File: src/rtl/irq_route_pkg.sv
package irq_route_pkg;

   // Selectors sit SEL_W+1 apart, with one extra gap bit before the upper half of the fields.
   function automatic int fld_lsb(input int idx, input int sel_w, input int fields);
      return idx * (sel_w + 1) + ((idx >= fields / 2) ? 1 : 0);
   endfunction

   // Ones at every bit that belongs to a selector field.
   function automatic logic [63:0] fld_mask(input int sel_w, input int fields);
      logic [63:0] m;
      m = '0;
      for (int i = 0; i < fields; i++) begin
         for (int b = 0; b < sel_w; b++) begin
            m[fld_lsb(i, sel_w, fields) + b] = 1'b1;
         end
      end
      return m;
   endfunction

endpackage

File: src/rtl/irq_sel_bank.sv
module irq_sel_bank
   import irq_route_pkg::*;
#(
   parameter int NUM_SRC   = 16,
   parameter int SEL_W     = 4,
   parameter int FIELDS    = 6,
   parameter int DATA_W    = 32,
   parameter int BASE_LINE = 0
) (
   input  logic                    clk,
   input  logic                    rst_n,
   input  logic                    wr_en,
   input  logic [DATA_W-1:0]       wdata,
   output logic [FIELDS*SEL_W-1:0] sel_flat,
   output logic [DATA_W-1:0]       word_o
);

   localparam logic [DATA_W-1:0] FMASK = DATA_W'(fld_mask(SEL_W, FIELDS));

   if (fld_lsb(FIELDS - 1, SEL_W, FIELDS) + SEL_W > DATA_W) begin : g_bad_fit
      $error("irq_sel_bank: selector fields do not fit in DATA_W");
   end
   if (DATA_W > 64) begin : g_bad_width
      $error("irq_sel_bank: DATA_W above 64 is not supported");
   end

   for (genvar i = 0; i < FIELDS; i++) begin : g_fld
      localparam int               LSB = fld_lsb(i, SEL_W, FIELDS);
      localparam logic [SEL_W-1:0] RST = SEL_W'((BASE_LINE + i) % NUM_SRC);
      logic [SEL_W-1:0] q;

      always_ff @(posedge clk or negedge rst_n) begin
         if (!rst_n) begin
            q <= RST;
         end else if (wr_en) begin
            q <= wdata[LSB +: SEL_W];
         end
      end

      assign sel_flat[i*SEL_W +: SEL_W] = q;
   end

   always_comb begin
      word_o = '0;
      for (int i = 0; i < FIELDS; i++) begin
         word_o[fld_lsb(i, SEL_W, FIELDS) +: SEL_W] = sel_flat[i*SEL_W +: SEL_W];
      end
   end

   logic unused_rsvd_bits;
   assign unused_rsvd_bits = ^(wdata & ~FMASK);

   // a bank that is not written keeps every selector
   assert_bank_hold_R2: assert property (@(posedge clk) disable iff (!rst_n)
      !wr_en |=> $stable(sel_flat));

endmodule

File: src/rtl/irq_route_xbar.sv
module irq_route_xbar #(
   parameter int NUM_SRC   = 16,
   parameter int SEL_W     = 4,
   parameter int NUM_LINES = 12
) (
   input  logic [NUM_SRC-1:0]         src_evt,
   input  logic [NUM_LINES*SEL_W-1:0] sel_flat,
   output logic [NUM_LINES-1:0]       irq_o
);

   if (NUM_SRC > (1 << SEL_W)) begin : g_bad_sel
      $error("irq_route_xbar: SEL_W too narrow for NUM_SRC");
   end

   for (genvar k = 0; k < NUM_LINES; k++) begin : g_line
      logic [SEL_W-1:0] sel;
      assign sel = sel_flat[k*SEL_W +: SEL_W];
      if (NUM_SRC == (1 << SEL_W)) begin : g_full
         assign irq_o[k] = src_evt[sel];
      end else begin : g_guard
         assign irq_o[k] = (int'(sel) < NUM_SRC) ? src_evt[sel] : 1'b0;
      end
   end

   // lines that share a selector code carry the same event
   always_comb begin
      for (int a = 0; a < NUM_LINES; a++) begin
         for (int b = a + 1; b < NUM_LINES; b++) begin
            if (sel_flat[a*SEL_W +: SEL_W] == sel_flat[b*SEL_W +: SEL_W]) begin
               assert_shared_src_R8: assert (irq_o[a] === irq_o[b]);
            end
         end
      end
   end

endmodule

File: src/rtl/irq_readback.sv
module irq_readback #(
   parameter int DATA_W = 32,
   parameter int ADDR_W = 4,
   parameter int HI_OFF = 0,
   parameter int LO_OFF = 4
) (
   input  logic              clk,
   input  logic              rst_n,
   input  logic              rd_en,
   input  logic [ADDR_W-1:0] addr,
   input  logic [DATA_W-1:0] hi_word,
   input  logic [DATA_W-1:0] lo_word,
   output logic [DATA_W-1:0] rdata,
   output logic              rdata_vld
);

   logic [DATA_W-1:0] sel_word;

   always_comb begin
      if (addr == ADDR_W'(HI_OFF)) begin
         sel_word = hi_word;
      end else if (addr == ADDR_W'(LO_OFF)) begin
         sel_word = lo_word;
      end else begin
         sel_word = '0;
      end
   end

   always_ff @(posedge clk or negedge rst_n) begin
      if (!rst_n) begin
         rdata     <= '0;
         rdata_vld <= 1'b0;
      end else begin
         rdata_vld <= rd_en;
         if (rd_en) begin
            rdata <= sel_word;
         end
      end
   end

   // every request yields a valid pulse on the next cycle
   assert_rd_latency_R5: assert property (@(posedge clk) disable iff (!rst_n)
      rd_en |=> rdata_vld);

   // with no request, there is no pulse and the data holds
   assert_rd_hold_R5: assert property (@(posedge clk) disable iff (!rst_n)
      !rd_en |=> (!rdata_vld && $stable(rdata)));

endmodule

File: src/rtl/irq_route_mux.sv
module irq_route_mux
   import irq_route_pkg::*;
#(
   parameter int NUM_SRC = 16,
   parameter int SEL_W   = 4,
   parameter int FIELDS  = 6,
   parameter int DATA_W  = 32,
   parameter int ADDR_W  = 4,
   parameter int HI_OFF  = 0,
   parameter int LO_OFF  = 4
) (
   input  logic                 clk,
   input  logic                 rst_n,
   input  logic                 wr_en,
   input  logic                 rd_en,
   input  logic [ADDR_W-1:0]    addr,
   input  logic [DATA_W-1:0]    wdata,
   output logic [DATA_W-1:0]    rdata,
   output logic                 rdata_vld,
   input  logic [NUM_SRC-1:0]   src_evt,
   output logic [2*FIELDS-1:0]  cpu_irq
);

   localparam int                NUM_LINES = 2 * FIELDS;
   localparam int                BANK_W    = FIELDS * SEL_W;
   localparam logic [DATA_W-1:0] RSVD      = ~DATA_W'(fld_mask(SEL_W, FIELDS));

   if (HI_OFF == LO_OFF) begin : g_bad_map
      $error("irq_route_mux: the two words need distinct offsets");
   end
   if (HI_OFF >= (1 << ADDR_W) || LO_OFF >= (1 << ADDR_W)) begin : g_bad_addr
      $error("irq_route_mux: offset out of ADDR_W range");
   end

   logic              wr_hi, wr_lo;
   logic [BANK_W-1:0] hi_sel, lo_sel;
   logic [DATA_W-1:0] hi_word, lo_word;

   assign wr_hi = wr_en && (addr == ADDR_W'(HI_OFF));
   assign wr_lo = wr_en && (addr == ADDR_W'(LO_OFF));

   // low word: lines INT4.. ; high word: following lines
   irq_sel_bank #(
      .NUM_SRC(NUM_SRC), .SEL_W(SEL_W), .FIELDS(FIELDS), .DATA_W(DATA_W), .BASE_LINE(0)
   ) lo_bank_i (
      .clk(clk), .rst_n(rst_n), .wr_en(wr_lo), .wdata(wdata),
      .sel_flat(lo_sel), .word_o(lo_word)
   );

   irq_sel_bank #(
      .NUM_SRC(NUM_SRC), .SEL_W(SEL_W), .FIELDS(FIELDS), .DATA_W(DATA_W), .BASE_LINE(FIELDS)
   ) hi_bank_i (
      .clk(clk), .rst_n(rst_n), .wr_en(wr_hi), .wdata(wdata),
      .sel_flat(hi_sel), .word_o(hi_word)
   );

   irq_route_xbar #(
      .NUM_SRC(NUM_SRC), .SEL_W(SEL_W), .NUM_LINES(NUM_LINES)
   ) xbar_i (
      .src_evt(src_evt), .sel_flat({hi_sel, lo_sel}), .irq_o(cpu_irq)
   );

   irq_readback #(
      .DATA_W(DATA_W), .ADDR_W(ADDR_W), .HI_OFF(HI_OFF), .LO_OFF(LO_OFF)
   ) rdbk_i (
      .clk(clk), .rst_n(rst_n), .rd_en(rd_en), .addr(addr),
      .hi_word(hi_word), .lo_word(lo_word), .rdata(rdata), .rdata_vld(rdata_vld)
   );

   // reserved bit positions never read back as one
   assert_rsvd_zero_R4: assert property (@(posedge clk) disable iff (!rst_n)
      rdata_vld |-> ((rdata & RSVD) == '0));

   // a write to any address other than the low word leaves low selectors alone
   assert_lo_isolated_R2: assert property (@(posedge clk) disable iff (!rst_n)
      (wr_en && addr != ADDR_W'(LO_OFF)) |=> $stable(lo_sel));

   // a write to any address other than the high word leaves high selectors alone
   assert_hi_isolated_R2: assert property (@(posedge clk) disable iff (!rst_n)
      (wr_en && addr != ADDR_W'(HI_OFF)) |=> $stable(hi_sel));

endmodule

File: config.mk
export PLATFORM = sky130hd
export DESIGN_NAME = irq_route_mux
export DESIGN_NICKNAME = d
export VERILOG_FILES = /design/src/rtl/irq_route_pkg.sv /design/src/rtl/irq_sel_bank.sv /design/src/rtl/irq_route_xbar.sv /design/src/rtl/irq_readback.sv /design/src/rtl/irq_route_mux.sv
export SDC_FILE = /design/constraint.sdc
export NUM_CORES = 1
export LEC_CHECK = 0
export ABC_AREA = 1
export BUFFER_PORTS_ARGS = -buffer_cell sky130_fd_sc_hd__buf_2
export CORE_MARGIN = 1
export CORE_UTILIZATION = 46
export DETAILED_ROUTE_END_ITERATION = 10
export PLACE_DENSITY = 0.71
export SYNTH_ARGS = -nofsm -noshare
export SYNTH_HDL_FRONTEND = slang
export SYNTH_SLANG_ARGS = --single-unit
File: constraint.sdc
create_clock -name clk -period 1.35 [get_ports clk]
set_clock_uncertainty 0.1 [all_clocks]
set_input_delay 0.0675 -clock clk [delete_from_list [all_inputs] [get_ports clk]]
set_output_delay 0.0675 -clock clk [all_outputs]
set_load 0.03 [all_outputs]
==> impl_metrics.yaml <==
flow_run:
  drv_cap: 0
synth:
  yosys_warnings: 0
  synth_cell_types: 20
  ys_seq_area_frac: 0.3590
  avgSynthCellArea_um2: 6.528
  synth_area_um2: 5157
  ys_ff_latch: 73
  netlist_instances: 790
layout:
  diodes: 0
  syn2layout_area_growth_pct: 44.76
  stdcell_count: 1082
  fin_nets: 993
  drive_gt1_frac: 0.3949
  finish.utilization: 0.6857
floorplanning:
  die_w_um: 107.9
  row_count: 38
  io_pins: 101
  coreArea_um2: 10890
  initial_core_util: 0.4737
  die_height_um: 107.9
  dieArea_um2: 11640
grt:
  grt_pass1_vias: 5319
  antenna_found_initial: 0
  grt_max_degree: 74
  met1_usage: 0.3892
  grt_use_met3: 0.05872
  overflow: 0
  grt_pass1_wl_mm: 25.92
  grtUsageTotal: 0.2875
  grt_util_met2: 0.4423
  top_usage_layer: "met2"
critical_path:
  arrival_ps: 1660
  worst_ep_required_time_ps: 1180
  start_kind: "flop"
  end_kind: "output pin"
  crit_path_max_fanout: 7
  ff2ff_setup_slack_ps: 40
  critPathKind: "reg2out"
  reg2reg_depth: 5
sta:
  finalWorstSetupSlack_ps: -481.6
  fin_crit_sh: 1.357
  period_needed_ps: 1832
  max_freq_mhz: 546.0
  slew_violations: 0
  rsz0062_at_grt: "true"
  setup_viol: 12
  hold_viol: 0
detailed_routing:
  dr.pass1.iters: 6
  vias: 6120
  wl_per_cell_um: 15.87
  drt_iter0_markers: 583
  viasPerCell: 5.656
  drc: 0
  detail-route-antenna-nets: 0
  routed_wirelength_mm: 17.17
hold_path:
  min_path_type: "in2reg"
  hold_depth: 4
cts:
  cts.clk_slew.worst_paths_ps: 80
  cts_root_buffer: "clkbuf_8"
  clock-sinks: 73
  clk_path_buf_depth: 2
  htree_levels: 3
  cts_tree: "built"
  cts_made_buffers: 9
  clock_latency_ps: 360
power:
  p_per_area_nw_per_um2: 1243
  p_leak_nw: 3.811
  ir_worst_vdd_uv: 684.7
placement:
  place_hpwl_mm: 9.846
  gp_congestion: 0.8589
  numPortBuffers: 84
  placed_cells: 1021
outcome:
  violations: "setup timing"
  outcome: "finished with violations"
## stage by stage
stage / total power, W / area [um2] / worst slack (ps) / hold slack [ps] / setup TNS, ps
floorplan: 0.005319 / 5206 / 2.318 / -328.1 / 0
global placement: 0.006355 / 6133 / -65.69 / 22.99 / -294.8
detailed placement: 0.006394 / 6133 / -87.59 / 30.40 / -362.5
CTS: 0.008641 / 6990 / -415.4 / 108.5 / -3969
global route: 0.009812 / 7466 / -576.0 / 117.9 / -5280
finish: 0.009277 / 7466 / -481.6 / 107.1 / -4343
## worst max-delay path, stage by stage (launching register included)
cell and delay (ps):
dfstp_2 630, buf_6 150, nand2_2 60, nand3_1 80
nand3_1 100, nand3_2 90, nand2_2 50, buf_6 130
## power by group
part           internal, W  switching, W  total, W
registers          0.00262      0.000475   0.00309
logic              0.00198       0.00261   0.00459
clock network     0.000770      0.000820   0.00159
total              0.00537       0.00390   0.00928
## registers in the layout (all words and copies together), names as in the netlist
signal             count
hi_bank_i.g_fld.q     24
lo_bank_i.g_fld.q     24
rdbk_i.rdata          24
rdbk_i.rdata_vld       1
## final timing paths
check	startpoint	to
setup / recovery	hi_bank_i.g_fld[3].q[0]	cpu_irq[9]
hold / removal	wr_en	lo_bank_i.g_fld[5].q[0]
setup reg to reg	hi_bank_i.g_fld[4].q[1]	rdbk_i.rdata[22]
hold reg to reg	rdbk_i.rdata[2]	rdbk_i.rdata[2]
max in group asynchronous	rst_n	lo_bank_i.g_fld[1].q[0]
min in group asynchronous	rst_n	rdbk_i.rdata_vld
## routing by layer
metal / up-vias / part of all wire
met5: - / 0
met4: 0 / 0.053
met3: 109 / 0.098
met2: 405 / 0.45
met1: 2798 / 0.40
li1: 2808 / -
## cells in the final DEF (no fill, tap or decap), drive strengths merged
cell,n
nand2,326
nand3,170
buf,155
inv,84
dfrtp,53
o21ai,48
dlygate4sd3,26
o22ai,24
dfstp,20
clkbuf,15
clkinv,10
conb,8
nor2,3
## cells by family after synthesis
group	synth area share
buf+inv	0.1371
compound gates	0.09243
simple gates	0.4107
flops	0.3590
other cells	0.0007271
## cells in the mapped netlist (all sizes together)
cell | number | share of area
nand3 | 170 | 0.17
buf | 50 | 0.068
nor2 | 3 | 0.0056
clkbuf | 5 | 0.0036
dfrtp | 53 | 0.26
clkinv | 12 | 0.0087
conb | 1 | 0.00073
dfstp | 20 | 0.10
nand2 | 326 | 0.24
o22ai | 24 | 0.040
o21ai | 48 | 0.052
inv | 78 | 0.057
## layout make-up
| type | count | area (um2) |
|---|---|---|
| Fill cell | 873 | 3422 |
| Multi-Input combinational cell | 579 | 3207 |
| Sequential cell | 73 | 1859 |
| Timing Repair Buffer | 181 | 1654 |
| Inverter | 90 | 381.6 |
| Tap cell | 140 | 175.2 |
| Clock buffer | 15 | 166.4 |
| Timing Repair inverter | 3 | 17.52 |
| Clock inverter | 1 | 5.005 |
## repair_timing
item	in CTS	in global routing
gates cloned	2	5
resized for setup	101	107
hold endpoints to repair	128	0
setup buffers	8	7
setup endpoints to repair	13	18
hold buffers	26	0
pin swaps	51	64
Note: power is estimated with default switching activity, not from simulation.
